--- src/rtl/hrs_pkg.sv ---
package hrs_pkg;

    typedef enum logic [2:0] {
        ST_T1   = 3'd0,
        ST_T2   = 3'd1,
        ST_T3   = 3'd2,
        ST_T4   = 3'd3,
        ST_T5   = 3'd4,
        ST_WAIT = 3'd5,
        ST_HOLD = 3'd6
    } tstate_e;

    localparam int NUM_STATES = 7;

    typedef struct packed {
        logic halt_pend;
        logic ie_cap;
    } halt_ctx_t;

    function automatic logic is_parked(tstate_e s);
        return (s == ST_WAIT) || (s == ST_HOLD);
    endfunction

endpackage

--- src/rtl/hrs_reset_qual.sv ---
module hrs_reset_qual #(
    parameter int RST_MIN = 3
) (
    input  logic clk,
    input  logic rst,
    input  logic reset_in,
    output logic pc_clr
);
    localparam int CW = $clog2(RST_MIN + 1);
    localparam logic [CW-1:0] CNT_MAX  = CW'(RST_MIN);
    localparam logic [CW-1:0] CNT_LAST = CW'(RST_MIN - 1);

    logic [CW-1:0] run_cnt;

    always_ff @(posedge clk) begin
        if (rst) begin
            run_cnt <= '0;
            pc_clr  <= 1'b0;
        end else begin
            pc_clr <= reset_in && (run_cnt == CNT_LAST);
            if (!reset_in)
                run_cnt <= '0;
            else if (run_cnt != CNT_MAX)
                run_cnt <= run_cnt + 1'b1;
        end
    end
endmodule

--- src/rtl/hrs_halt_track.sv ---
module hrs_halt_track
    import hrs_pkg::*;
(
    input  logic    clk,
    input  logic    rst,
    input  logic    reset_in,
    input  logic    halt_exec,
    input  logic    int_en,
    input  tstate_e state,
    output logic    enter_wait,
    output logic    ie_cap
);
    halt_ctx_t ctx;

    assign enter_wait = (state == ST_T2) && ctx.halt_pend && !reset_in;
    assign ie_cap     = ctx.ie_cap;

    always_ff @(posedge clk) begin
        if (rst || reset_in) begin
            ctx <= '0;
        end else begin
            if (enter_wait) begin
                ctx.halt_pend <= 1'b0;
                ctx.ie_cap    <= int_en;
            end else if (halt_exec && !is_parked(state)) begin
                ctx.halt_pend <= 1'b1;
            end
        end
    end
endmodule

--- src/rtl/hrs_state_fsm.sv ---
module hrs_state_fsm
    import hrs_pkg::*;
#(
    parameter int CYC_W = 3
) (
    input  logic             clk,
    input  logic             rst,
    input  logic             reset_in,
    input  logic             enter_wait,
    input  logic             ie_cap,
    input  logic             int_req,
    input  logic             hold_grant,
    input  logic [CYC_W-1:0] cyc_states,
    output tstate_e          state
);
    localparam logic [CYC_W-1:0] NEED_T4 = CYC_W'(4);
    localparam logic [CYC_W-1:0] NEED_T5 = CYC_W'(5);

    tstate_e nxt;

    always_comb begin
        nxt = state;
        if (reset_in) begin
            nxt = ST_T1;
        end else begin
            unique case (state)
                ST_T1:   nxt = ST_T2;
                ST_T2:   nxt = enter_wait ? ST_WAIT : ST_T3;
                ST_T3:   nxt = (cyc_states >= NEED_T4) ? ST_T4 : ST_T1;
                ST_T4:   nxt = (cyc_states >= NEED_T5) ? ST_T5 : ST_T1;
                ST_T5:   nxt = ST_T1;
                ST_WAIT: begin
                    if (hold_grant)
                        nxt = ST_HOLD;
                    else if (int_req && ie_cap)
                        nxt = ST_T1;
                    else
                        nxt = ST_WAIT;
                end
                ST_HOLD: nxt = hold_grant ? ST_HOLD : ST_WAIT;
                default: nxt = ST_T1;
            endcase
        end
    end

    always_ff @(posedge clk) begin
        if (rst)
            state <= ST_T1;
        else
            state <= nxt;
    end
endmodule

--- src/rtl/hrs_sequencer.sv ---
module hrs_sequencer
    import hrs_pkg::*;
#(
    parameter int RST_MIN = 3,
    parameter int CYC_W   = 3
) (
    input  logic                  clk,
    input  logic                  rst,
    input  logic                  reset_in,
    input  logic                  halt_exec,
    input  logic                  int_req,
    input  logic                  int_en,
    input  logic                  hold_grant,
    input  logic [CYC_W-1:0]      cyc_states,
    output logic [NUM_STATES-1:0] state_oh,
    output logic                  pc_clr
);
    tstate_e state;
    logic    enter_wait;
    logic    ie_cap;

    hrs_reset_qual #(.RST_MIN(RST_MIN)) u_rq (
        .clk      (clk),
        .rst      (rst),
        .reset_in (reset_in),
        .pc_clr   (pc_clr)
    );

    hrs_halt_track u_ht (
        .clk        (clk),
        .rst        (rst),
        .reset_in   (reset_in),
        .halt_exec  (halt_exec),
        .int_en     (int_en),
        .state      (state),
        .enter_wait (enter_wait),
        .ie_cap     (ie_cap)
    );

    hrs_state_fsm #(.CYC_W(CYC_W)) u_fsm (
        .clk        (clk),
        .rst        (rst),
        .reset_in   (reset_in),
        .enter_wait (enter_wait),
        .ie_cap     (ie_cap),
        .int_req    (int_req),
        .hold_grant (hold_grant),
        .cyc_states (cyc_states),
        .state      (state)
    );

    for (genvar i = 0; i < NUM_STATES; i++) begin : g_oh
        assign state_oh[i] = (state == tstate_e'(i));
    end
endmodule

--- config.mk ---
export PLATFORM = sky130hd
export DESIGN_NAME = hrs_sequencer
export DESIGN_NICKNAME = d
export VERILOG_FILES = /design/src/rtl/hrs_pkg.sv /design/src/rtl/hrs_reset_qual.sv /design/src/rtl/hrs_halt_track.sv /design/src/rtl/hrs_state_fsm.sv /design/src/rtl/hrs_sequencer.sv
export SDC_FILE = /design/constraint.sdc
export NUM_CORES = 1
export LEC_CHECK = 0
export BUFFER_PORTS_ARGS = -buffer_cell sky130_fd_sc_hd__buf_2
export CAP_MARGIN = 5
export CORE_AREA = 10 10 47 49
export DETAILED_ROUTE_END_ITERATION = 10
export DIE_AREA = 0 0 57 59
export MAX_ROUTING_LAYER = met4
export PLACE_DENSITY = 0.77
export SLEW_MARGIN = 5
export SYNTH_ARGS = -nofsm -noshare
export SYNTH_HDL_FRONTEND = slang
export SYNTH_HIERARCHICAL = 1
export SYNTH_SLANG_ARGS = --single-unit
export TNS_END_PERCENT = 1
--- constraint.sdc ---
create_clock -name clk -period 1.4 [get_ports clk]
set_input_delay 0.28 -clock clk [delete_from_list [all_inputs] [get_ports clk]]
set_output_delay 0.28 -clock clk [all_outputs]
set_load 0.01 [all_outputs]
==> results by group, run 1 <==
Outcome
  – Status: finished, final reports clean

Pwr
  – Pint: 0.376 mW
  – Switch Pwr: 0.121 mW
  – Net Sw Frac: 0.243
  – Leakage: 0.328 nW
  – Flop pwr share: 0.485
  – Power share of the clock group: 0.344
  – Combinational share of power: 0.170
  – Peak VDD IR: 0.546 mV
  – Pwr dens: 698 nW/um^2

Timing
  – Fin. max-slew vios: 0
  – Final Hold Fails: 0
  – Clock period minus worst slack: 1.36 ns
  – Setup violations, final: 0
  – Clock skew: 0.00787 ns
  – Max Fclk: 0.735 GHz
  – Tightest Pin Transition: 0.340 ns
  – Tcrit/Tclk final: 0.971
  – Slew HR: 0.772

Finish
  – Synth-to-Final Area Change: 38.1%
  – Finished Core Util: 0.508
  – Finished Cell Area: 712 um^2
  – Fillers: 135
  – Antenna diodes: 0
  – Share of layout cells above drive strength 1: 0.452
  – Post-layout net count: 98

Clocking
  – # H-tree levels: 1
  – Clock buffer depth: 2
  – Clk_lat worst skew: 0.25 ns
  – Sink Count: 8
  – CTS tree: done
  – Clock transition at path regs: 0.06 ns
  – Clock root cell: clkbuf_4
  – Hold buffer count at cts: 0
  – CTS buffer count: 3

Yosys
  – Number of synthesized register bits: 8
  – Ranking of synthesized cells by area: dfxtp_1 (31%), and3b_2 (5.8%), nor3b_1 (5.8%), ha_1 (4.9%), nor2_1 (4.4%)
  – Post-synthesis mux area share: 0.0194
  – Synth Area per Inst: 8.59 um^2
  – Synth warn: 6
  – Mapped Cells: 60
  – Top cell type's share of synthesized area: 0.311
  – Mapped cell area: 515 um^2
  – Xor/xnor share of the synthesized area: 0.0340
  – Share of async-settable or async-resettable flops after synthesis: 0
  – Number of synthesized flops with an enable pin: 0
  – Simple-gate share of the synthesized area: 0.400
  – Synth Area in Adders: 0.0485
  – Post-synthesis compound-gate area fraction: 0.165
  – Distinct cell type count after synthesis: 29
  – Top_reg_cell synth: dfxtp_1
  – Sequential share of the synthesized area: 0.311
  – Main combinational cell family by area after synthesis: simple AND/OR/NAND/NOR gates
  – Synth area leader: dfxtp_1
  – Syn Nets: 72

Global routing
  – Grt total ovfl: 0
  – Gr usage total: 0.0715
  – Vias in the first global route: 481
  – Initial antenna violation count: 0
  – First-pass GRT wire length: 1940 um
  – Largest net degree at the start of global routing: 17

Setup path
  – Crit end category: output port
  – Worst path cell trace: buf_6, and3b_2, buf_2
  – CP Max Fanout: 9
  – Reg-to-reg endpoint: u_fsm/state[1]$_SDFF_PP0_
  – CP peak stage delay: 0.35 ns
  – Reg2Reg Depth: 6
  – Nature of the critical path startpoint: flop
  – Worst path required time: 1.12 ns
  – Slowest CP cell: dfxtp_4
  – Data arrival, critical path: 1.08 ns
  – FF-to-FF setup slack: 0.06 ns
  – WS Path Type: reg -> out
  – Reg2reg start: u_fsm/state[1]$_SDFF_PP0_

Drt
  – WL met3: 34 um
  – Met2 wire len: 642 um
  – Vias: 490
  – Drt total wl: 1190 um
  – Via density: 4.90
  – Wire length per cell: 11.9 um
  – DR pass1 iterations: 4
  – DR top layer: met4
  – ANT nets after route: 0
  – Residual DRC: 0
  – Drt first-iter violations: 16
  – Post-Route M1 WL: 500 um

Floorplan
  – Initial Util: 0.368
  – IO Pins: 18
  – Die area: 3360 um^2
  – Row count: 14
  – Core region area: 1400 um^2
  – Die height: 59 um
  – Die X: 57 um

Placement
  – Final HPWL DP: 934 um
  – Cell Area, Placed: 653 um^2
  – I/O Buffers: 17
  – RD Place Congestion: 0.857

Hold path
  – Hold depth: 3
  – Hold Startpoint: int_en
  – Hold Crit Endpoint: u_ht/ie_cap$_SDFFE_PP0P_
  – HP Class: in -> reg

Flow run
  – Max-cap viol count: 0
-- power by group through the flow --
stage	combinational [mW]	clock, mW	sequential (mW)
2_1_floorplan	0.0421	0	0.250
3_3_place_gp	0.0795	0	0.246
3_5_place_dp	0.0808	0	0.246
4_1_cts	0.0811	0.178	0.242
5_1_grt	0.0944	0.188	0.242
6_report	0.0845	0.171	0.241
-- worst max-delay path by stage --
stage	startpoint	end	slack (ns)
2_1_floorplan	u_fsm/state[1]$_SDFF_PP0_	u_fsm/state[1]$_SDFF_PP0_	0.01
4_1_cts	u_fsm/state[0]$_SDFF_PP0_	state_oh[6]	0.01
6_report	u_fsm/state[1]$_SDFF_PP0_	state_oh[5]	0.04
5_1_grt	u_fsm/state[0]$_SDFF_PP0_	state_oh[1]	-0.03
3_5_place_dp	u_fsm/state[1]$_SDFF_PP0_	u_fsm/state[1]$_SDFF_PP0_	0.07
3_3_place_gp	u_fsm/state[1]$_SDFF_PP0_	u_fsm/state[1]$_SDFF_PP0_	0.11
-- timing repair --
action,in CTS,in global routing
gates resized for setup,1,9
gates cloned,0,0
buffers inserted,0,0
endpoints found under the setup margin,2,7
-- per-layer routing --
layer,up-vias,track usage
li1,263,-
met4,0,0.0201
met5,-,-
met2,8,0.127
met1,217,0.0687
met3,2,0.0322
-- cell families (layout without fill, tap and decap cells) --
family / after synthesis / after routing
muxes: 1 / 1
adders and majority gates: 2 / 2
and+or+nand+nor: 31 / 31
AOI/OAI and AO/OA: 13 / 13
buffers and inverters: 3 / 27
DFF: 8 / 8
xor gates and xnor gates: 2 / 2
-- cells in the final DEF, fill, tap and decap left out, types with 2 or more instances in the layout --
| master | count |
|---|---|
| a21boi_1 | 2 |
| ha_1 | 2 |
| dfxtp_2 | 2 |
| buf_6 | 4 |
| nor3b_2 | 3 |
| and2b_2 | 2 |
| inv_1 | 3 |
| buf_2 | 16 |
| dfxtp_1 | 5 |
| nor2_1 | 6 |
| and3b_2 | 3 |
| a21oi_1 | 4 |
| xor2_1 | 2 |
| nand2_1 | 5 |
| nor3_1 | 2 |
| clkbuf_4 | 3 |
-- metrics by stage --
stage	worst slack (ns)	hold WS, ns	instances	setup TNS [ns]	total power, mW
floorplan	0.0148	0.422	60	0	0.292
global placement	0.114	0.452	97	0	0.326
detailed placement	0.0735	0.455	97	0	0.327
CTS	0.0125	0.287	100	0	0.501
global route	-0.0341	0.312	100	-0.0341	0.524
finish	0.0402	0.294	100	0	0.497
-- state kept, by name, summed over array words and instances, names as in the netlist --
register,count
u_rq/pc_clr,1
u_rq/run_cnt,2
u_fsm/state,3
u_ht/ctx,1
u_ht/ie_cap,1
-- Yosys cell counts (2+ instances only) --
| library cell | count |
|---|---|
| a21boi_0 | 2 |
| a21oi_1 | 4 |
| and3b_2 | 3 |
| and2b_2 | 2 |
| inv_1 | 3 |
| nor3_1 | 2 |
| nor2_1 | 6 |
| dfxtp_1 | 8 |
| xor2_1 | 2 |
| nand2_1 | 5 |
| ha_1 | 2 |
| nor3b_1 | 4 |
-- critical path: cells and delay by family, from the launching register on --
| kind | cells | cell delay (ns) |
|---|---|---|
| DFF | 1 | 0.35 |
| and+or+nand+nor | 1 | 0.22 |
| buffers and inverters | 2 | 0.25 |
-- final cells by class --
type | count | area (um^2) | share of cell area
repair buffers | 21 | 133 | 0.186
multi-input cells | 49 | 359 | 0.504
inverters | 3 | 11.3 | 0.0158
flip-flops and latches | 8 | 166 | 0.234
well taps | 16 | 20.0 | 0.0281
clock buffers | 3 | 22.5 | 0.0316
Power figures use the tool's default switching activity.
==> run 2: changes to the inputs <==
- GPL_TIMING_DRIVEN: unset -> 0
- PLACE_DENSITY: 0.77 -> 0.74
- SYNTH_HIERARCHICAL: 1 -> unset
==> run 2 against run 1 <==
Effect of this change: utilization is 0.27 points higher; routed wire length is 0.67% lower; synthesized cell count is 5.0% lower; sequential power hardly changed; area after synthesis is 6.8% lower; largest power group unchanged.
==> results by group, run 2 <==
Finish
  – Fillers: 149 (was 135)
  – Post-layout net count: 98 (unchanged)
  – Largest regs: u_fsm.state: 3 flops, u_rq.run_cnt: 2 flops (was u_fsm/state: 3 flops, u_rq/run_cnt: 2 flops)
  – Synth-to-Final Area Change: 49.0% (was 38.1%)
  – Antenna diodes: 0 (unchanged)
  – Largest Register: u_fsm.state (was u_fsm/state)
  – Finished Core Util: 0.511 (was 0.508)
  – Share of layout cells above drive strength 1: 0.500 (was 0.452)
  – Most frequent cells in the layout: buf_2 (16), nor2_1 (9), buf_4 (8) (was buf_2 (16), nor2_1 (6), nand2_1 (5), dfxtp_1 (5))
  – Flip-flop count of the largest register, all copies and words added: 3 (unchanged)
  – Commonest non-fill, non-tap cell in the layout: buf_2 (unchanged)

Global routing
  – Initial antenna violation count: 0 (unchanged)
  – Largest net degree at the start of global routing: 11 (was 17)
  – Grt total ovfl: 0 (unchanged)
  – Gr usage total: 0.0791 (was 0.0715)
  – First-pass GRT wire length: 2130 um (was 1940 um)
  – Vias in the first global route: 485 (was 481)

Hold path
  – Hold depth: 3 (unchanged)
  – HP Class: in -> reg (unchanged)
  – Hold Startpoint: int_en (unchanged)
  – Hold Crit Endpoint: u_ht.ie_cap$_SDFFE_PP0P_ (was u_ht/ie_cap$_SDFFE_PP0P_)

Clocking
  – Sink Count: 8 (unchanged)
  – Clock root cell: clkbuf_4 (unchanged)
  – # H-tree levels: 1 (unchanged)
  – CTS tree: done (unchanged)
  – Clock buffer depth: 2 (unchanged)
  – Clock transition at path regs: 0.06 ns (about the same)
  – CTS buffer count: 3 (unchanged)
  – Clk_lat worst skew: 0.26 ns (was 0.25 ns)
  – Hold buffer count at cts: 0 (unchanged)

Timing
  – Clock period minus worst slack: 1.40 ns (was 1.36 ns)
  – Clock skew: 0.00654 ns (was 0.00787 ns)
  – Max Fclk: 0.715 GHz (was 0.735 GHz)
  – Worst hold slack: 0.264 ns (was 0.294 ns)
  – Setup violations, final: 0 (unchanged)
  – RSZ-0062 raised after global routing: yes
  – Tcrit/Tclk final: 0.999 (was 0.971)
  – Fin. max-slew vios: 0 (unchanged)
  – Fin Setup TNS: 0 ns (unchanged)
  – Final Hold Fails: 0 (unchanged)
  – Final setup margin: 0.00179 ns (was 0.0402 ns)
  – Tightest Pin Transition: 0.294 ns (was 0.340 ns)
  – Slew HR: 0.803 (was 0.772)

Drt
  – Residual DRC: 0 (unchanged)
  – ANT nets after route: 0 (unchanged)
  – Drt first-iter violations: 1 (was 16)
  – Wire length per cell: 11.9 um (about the same)
  – Vias: 484 (was 490)
  – Via density: 4.84 (was 4.90)
  – Drt total wl: 1190 um (about the same)
  – DR pass1 iterations: 3 (was 4)

Pwr
  – Power share of the clock group: 0.358 (was 0.344)
  – Leakage: 0.318 nW (was 0.328 nW)
  – Pint: 0.381 mW (was 0.376 mW)
  – Flop pwr share: 0.464 (was 0.485)
  – Switch Pwr: 0.137 mW (was 0.121 mW)
  – Pwr dens: 724 nW/um^2 (was 698 nW/um^2)
  – Net Sw Frac: 0.265 (was 0.243)
  – Combinational share of power: 0.178 (was 0.170)
  – Overall power: 0.518 mW (was 0.497 mW)
  – Peak VDD IR: 0.424 mV (was 0.546 mV)

Setup path
  – Worst path required time: 1.12 ns (about the same)
  – Data arrival, critical path: 1.12 ns (was 1.08 ns)
  – Reg2Reg Depth: 5 (was 6)
  – WS Path Type: reg -> out (unchanged)
  – Crit end category: output port (unchanged)
  – FF-to-FF setup slack: 0.03 ns (was 0.06 ns)
  – Reg2reg start: u_fsm.state[0]$_SDFF_PP0_ (was u_fsm/state[1]$_SDFF_PP0_)
  – Reg-to-reg endpoint: u_fsm.state[0]$_SDFF_PP0_ (was u_fsm/state[1]$_SDFF_PP0_)
  – CP Max Fanout: 6 (was 9)
  – Nature of the critical path startpoint: flop (unchanged)

Yosys
  – Synth Area per Inst: 8.43 um^2 (was 8.59 um^2)
  – Mapped Cells: 57 (was 60)
  – Synth area leader: dfxtp_1 (unchanged)
  – Distinct cell type count after synthesis: 29 (unchanged)
  – Number of synthesized register bits: 8 (unchanged)
  – Number of synthesized flops with an enable pin: 0 (unchanged)
  – Share of async-settable or async-resettable flops after synthesis: 0 (unchanged)
  – Top cell type's share of synthesized area: 0.333 (was 0.311)
  – Top-count cell post-synth: nor2_1 (was dfxtp_1)
  – Syn Nets: 69 (was 72)
  – Mapped cell area: 480 um^2 (was 515 um^2)
  – Synth cell count leaders: nor2_1 (9), dfxtp_1 (8), a21oi_1 (4) (was dfxtp_1 (8), nor2_1 (6), nand2_1 (5))
  – Ranking of synthesized cells by area: dfxtp_1 (33%), nor2_1 (7.0%), ha_1 (5.2%), nor4_4 (4.4%), a21oi_1 (4.2%) (was dfxtp_1 (31%), and3b_2 (5.8%), nor3b_1 (5.8%), ha_1 (4.9%), nor2_1 (4.4%))
  – Sequential share of the synthesized area: 0.333 (was 0.311)
  – Synth warn: 0 (was 6)
  – Top_reg_cell synth: dfxtp_1 (unchanged)

Outcome
  – Status: finished, final reports clean (unchanged)

Placement
  – I/O Buffers: 17 (unchanged)
  – Pre-CTS setup slack: -0.0550 ns (was 0.0735 ns)
  – RD Place Congestion: 0.748 (was 0.857)
  – Final HPWL DP: 833 um (was 934 um)

Floorplan
  – Die X: 57 um (unchanged)
  – Die area: 3360 um^2 (unchanged)
  – Initial Util: 0.343 (was 0.368)
  – Row count: 14 (unchanged)
  – Core region area: 1400 um^2 (unchanged)
  – Die height: 59 um (unchanged)
  – IO Pins: 18 (unchanged)

Flow run
  – Max-cap viol count: 0 (unchanged)
-- run 2: cell count changes in the layout (fill, tap and decap cells not counted), moves of 2 or more --
cell and delta:
dfxtp_2 -2, o31ai_1 +2, buf_4 +7, nand2_1 -2, buf_6 -3, dfxtp_4 +2, a21boi_1 -2, and2b_2 -2
nor2_1 +3, and3b_2 -3
-- run 2: power groups by stage --
stage               clock network (mW)  registers, mW  logic [mW]
floorplan                            0          0.246      0.0496
global placement                     0          0.247      0.0745
detailed placement                   0          0.248      0.0755
CTS                              0.191          0.240      0.0860
global route                     0.213          0.242       0.104
finish                           0.186          0.240      0.0923
-- run 2: cell families (layout without fill, tap and decap cells) --
logic type,Yosys count,after routing,share of synthesized area
multiplexers,1,1,0.0208
AO/OA/AOI/OAI,11,11,0.156
flip-flops,8,8,0.333
buffers and inverters,6,33,0.0547
XOR/XNOR,1,1,0.0182
AND/OR/NAND/NOR,28,28,0.365
adder cells (fa/ha/maj),2,2,0.0521
-- run 2: area by class of cell --
type	instances	area (um^2)	share of cell area
inverters	3	11.3	0.0157
plain buffers	2	18.8	0.0262
repair buffers	25	151	0.212
multi-input cells	43	320	0.448
clock buffers	3	22.5	0.0315
flip-flops and latches	8	171	0.240
well taps	16	20.0	0.0280
-- run 2: worst max path at each step --
stage,cells after the start,endpoint,from,slack [ns]
after CTS,3,state_oh[2],u_fsm.state[0]$_SDFF_PP0_,-0.02
after global routing,3,state_oh[6],u_fsm.state[0]$_SDFF_PP0_,-0.06
after floorplan,2,state_oh[4],u_fsm.state[2]$_SDFF_PP0_,0.08
after detailed placement,3,state_oh[4],u_fsm.state[2]$_SDFF_PP0_,-0.06
after global placement,5,u_fsm.state[0]$_SDFF_PP0_,reset_in,-0.05
final,3,state_oh[2],u_fsm.state[0]$_SDFF_PP0_,0.002
-- run 2: timing repair --
| action | CTS | global route |
|---|---|---|
| endpoints found under the setup margin | 7 | 9 |
| setup buffers | 5 | 3 |
| endpoints found under the hold margin | 0 | 0 |
| pin swaps | 0 | 1 |
| resized for setup | 11 | 6 |
-- run 2: routing by layer --
metal  global-route usage  up-vias  part of all wire
li1                     -      250                 -
met4               0.0503        0                 0
met1               0.0869      220              0.46
met5                    -        -                 0
met3               0.0386        0             0.074
met2                0.112       14              0.46
-- run 2: critical path, cell delays in order (launching register included) --
cell,delay [ns]
dfxtp_4,0.36
and2b_4,0.26
nor2b_1,0.12
buf_2,0.13
-- run 2: through the flow --
stage | instances | area (um^2)
floorplan | 57 | 480
global placement | 90 | 586
detailed placement | 90 | 586
CTS | 98 | 683
global route | 100 | 716
finish | 100 | 716
==> run 3: changes to the inputs <==
==> constraint.sdc (replaced) <==
create_clock -name clk -period 1.4 [get_ports clk]
set_input_delay 0.07 -clock clk [delete_from_list [all_inputs] [get_ports clk]]
set_output_delay 0.07 -clock clk [all_outputs]
set_load 0.01 [all_outputs]
==> run 3 against run 2 <==
Effect of this change: register-to-register slack gained 0.04 ns; worst hold slack lost 0.21 ns; flip-flop and latch count is the same; fmax grew 5.3%; via count shrank 6.8%; cell count shrank 7.0%; count of clock-buffer cells in the layout is the same; global-route usage shrank 0.76 points; design area shrank 14%; non-clock buffer count shrank 7; critical path type is now reg -> reg; critical endpoint is now u_fsm.state[0]$_SDFF_PP0_; largest power group unchanged; highest routed layer unchanged.
==> results by group, run 3 (synthesized netlist as in run 2, its figures left out) <==
Floorplan
  – Initial Util: 0.343 (unchanged)
  – Row count: 14 (unchanged)
  – Die height: 59 um (unchanged)
  – Die X: 57 um (unchanged)
  – Core region area: 1400 um^2 (unchanged)
  – Die area: 3360 um^2 (unchanged)
  – IO Pins: 18 (unchanged)

Timing
  – Tightest Pin Transition: 0.296 ns (was 0.294 ns)
  – Fin Setup TNS: 0 ns (unchanged)
  – Worst hold slack: 0.0576 ns (was 0.264 ns)
  – Setup violations, final: 0 (unchanged)
  – Max Fclk: 0.753 GHz (was 0.715 GHz)
  – Final setup margin: 0.0717 ns (was 0.00179 ns)
  – RSZ-0062 raised after global routing: no (was yes)
  – Clock skew: 0.000203 ns (was 0.00654 ns)
  – Fin. max-slew vios: 0 (unchanged)
  – Final Hold Fails: 0 (unchanged)
  – Tcrit/Tclk final: 0.949 (was 0.999)
  – Slew HR: 0.801 (was 0.803)
  – Clock period minus worst slack: 1.33 ns (was 1.40 ns)

Global routing
  – Met3 Resource Use GR: 0.0343 (was 0.0386)
  – Global-route met2 utilization: 0.101 (was 0.112)
  – First-pass GRT wire length: 1930 um (was 2130 um)
  – Grt total ovfl: 0 (unchanged)
  – Initial antenna violation count: 0 (unchanged)
  – Gr usage total: 0.0715 (was 0.0791)
  – Met1 GRT Util: 0.0771 (was 0.0869)
  – Most Crowded Layer GR: met2 (unchanged)
  – Vias in the first global route: 453 (was 485)
  – Largest net degree at the start of global routing: 11 (unchanged)

Pwr
  – Overall power: 0.498 mW (was 0.518 mW)
  – Leakage: 0.267 nW (was 0.318 nW)
  – Flop pwr share: 0.488 (was 0.464)
  – Pwr dens: 811 nW/um^2 (was 724 nW/um^2)
  – Pint: 0.372 mW (was 0.381 mW)
  – Switch Pwr: 0.126 mW (was 0.137 mW)
  – Net Sw Frac: 0.253 (was 0.265)
  – Combinational share of power: 0.152 (was 0.178)
  – Power share of the clock group: 0.360 (was 0.358)
  – Peak VDD IR: 0.418 mV (was 0.424 mV)

Clocking
  – CTS buffer count: 3 (unchanged)
  – Clock transition at path regs: 0.06 ns (about the same)
  – CTS tree: done (unchanged)
  – Clock buffer depth: 2 (unchanged)
  – Sink Count: 8 (unchanged)
  – Clk_lat worst skew: 0.25 ns (was 0.26 ns)
  – Hold buffer count at cts: 0 (unchanged)
  – # H-tree levels: 1 (unchanged)
  – Clock root cell: clkbuf_4 (unchanged)
  – Number of setup buffers added after CTS: 0 (was 5)

Finish
  – Finished Cell Area: 614 um^2 (was 716 um^2)
  – Post-layout net count: 91 (was 98)
  – Synth-to-Final Area Change: 27.9% (was 49.0%)
  – Antenna diodes: 0 (unchanged)
  – Fillers: 156 (was 149)
  – Largest Register: u_fsm.state (unchanged)
  – Most frequent cells in the layout: buf_2 (17), nor2_1 (9), dfxtp_1 (6) (was buf_2 (16), nor2_1 (9), buf_4 (8))
  – Largest regs: u_fsm.state: 3 flops, u_rq.run_cnt: 2 flops (unchanged)
  – Commonest non-fill, non-tap cell in the layout: buf_2 (unchanged)
  – Flip-flop count of the largest register, all copies and words added: 3 (unchanged)
  – Finished Core Util: 0.438 (was 0.511)
  – Share of layout cells above drive strength 1: 0.390 (was 0.500)
  – Finished Layout Cells: 93 (was 100)

Outcome
  – Status: finished, final reports clean (unchanged)

Drt
  – DR pass1 iterations: 2 (was 3)
  – Drt first-iter violations: 5 (was 1)
  – Drt total wl: 1060 um (was 1190 um)
  – ANT nets after route: 0 (unchanged)
  – Vias: 451 (was 484)
  – Wire length per cell: 11.3 um (was 11.9 um)
  – Residual DRC: 0 (unchanged)
  – Via density: 4.85 (was 4.84)

Placement
  – Cell Area, Placed: 586 um^2 (unchanged)
  – RD Place Congestion: 0.748 (unchanged)
  – Placed insts: 90 (unchanged)
  – Pre-CTS setup slack: 0.0556 ns (was -0.0550 ns)
  – Final HPWL DP: 833 um (unchanged)
  – I/O Buffers: 17 (unchanged)

Setup path
  – CP Max Fanout: 9 (was 6)
  – WS Path Type: reg -> reg (was reg -> out)
  – Data arrival, critical path: 1.49 ns (was 1.12 ns)
  – Worst path cell trace: buf_4, and2b_4, a21oi_2, or4b_1, o31ai_1 (was and2b_4, nor2b_1, buf_2)
  – CP peak stage delay: 0.46 ns (was 0.36 ns)
  – Crit end category: flop (was output port)
  – Crit path buf inv count: 1 (unchanged)
  – Nature of the critical path startpoint: flop (unchanged)
  – Worst path required time: 1.56 ns (was 1.12 ns)
  – Top Family by Delay on Critical Path: simple AND/OR/NAND/NOR gates (unchanged)
  – Slowest CP cell: or4b_1 (was dfxtp_4)

Flow run
  – Max-cap viol count: 0 (unchanged)

Hold path
  – HP Class: in -> reg (unchanged)
## run 3: cell count changes in the layout (fill, tap and decap cells not counted), sizes merged
cell / change
buf: -7
## run 3: tightest hold or removal path, stage by stage
cell and delay [ns]:
buf_2 0.07, mux2i_1 0.05, nor2_1 0.08
## run 3: repair_timing
action / in CTS / in global routing
cloned: 0 / 0
resized for setup: 2 / 4
endpoints found under the setup margin: 3 / 3
## run 3: area by class of cell
cell class / count / area (um^2) / area share
plain buffers: 3 / 18.8 / 0.0305
clock buffers: 3 / 22.5 / 0.0367
inverters: 3 / 11.3 / 0.0183
multi-input cells: 43 / 294 / 0.479
flip-flops and latches: 8 / 163 / 0.265
well taps: 16 / 20.0 / 0.0326
repair buffers: 17 / 85.1 / 0.138
## run 3: final timing paths
check | from | endpoint | slack (ns) | depth (start not counted)
worst max-delay path | u_fsm.state[1]$_SDFF_PP0_ | u_fsm.state[0]$_SDFF_PP0_ | 0.07 | 5
worst min-delay path | int_en | u_ht.ie_cap$_SDFFE_PP0P_ | 0.06 | 3
worst max register to register | u_fsm.state[1]$_SDFF_PP0_ | u_fsm.state[0]$_SDFF_PP0_ | 0.07 | 5
worst min register to register | u_ht.ie_cap$_SDFFE_PP0P_ | u_ht.ie_cap$_SDFFE_PP0P_ | 0.51 | 2
## run 3: power groups by stage
stage,clock network [mW],logic (mW),registers [mW]
6_report,0.179,0.0756,0.243
2_1_floorplan,0,0.0496,0.246
5_1_grt,0.207,0.0857,0.245
3_5_place_dp,0,0.0755,0.248
4_1_cts,0.191,0.0761,0.243
3_3_place_gp,0,0.0745,0.247
## run 3: metal layers
metal  vias to the layer above  wire, um
met5                         -         0
li1                        239         -
met3                         0       110
met1                       198       506
met2                        14       438
met4                         0         0
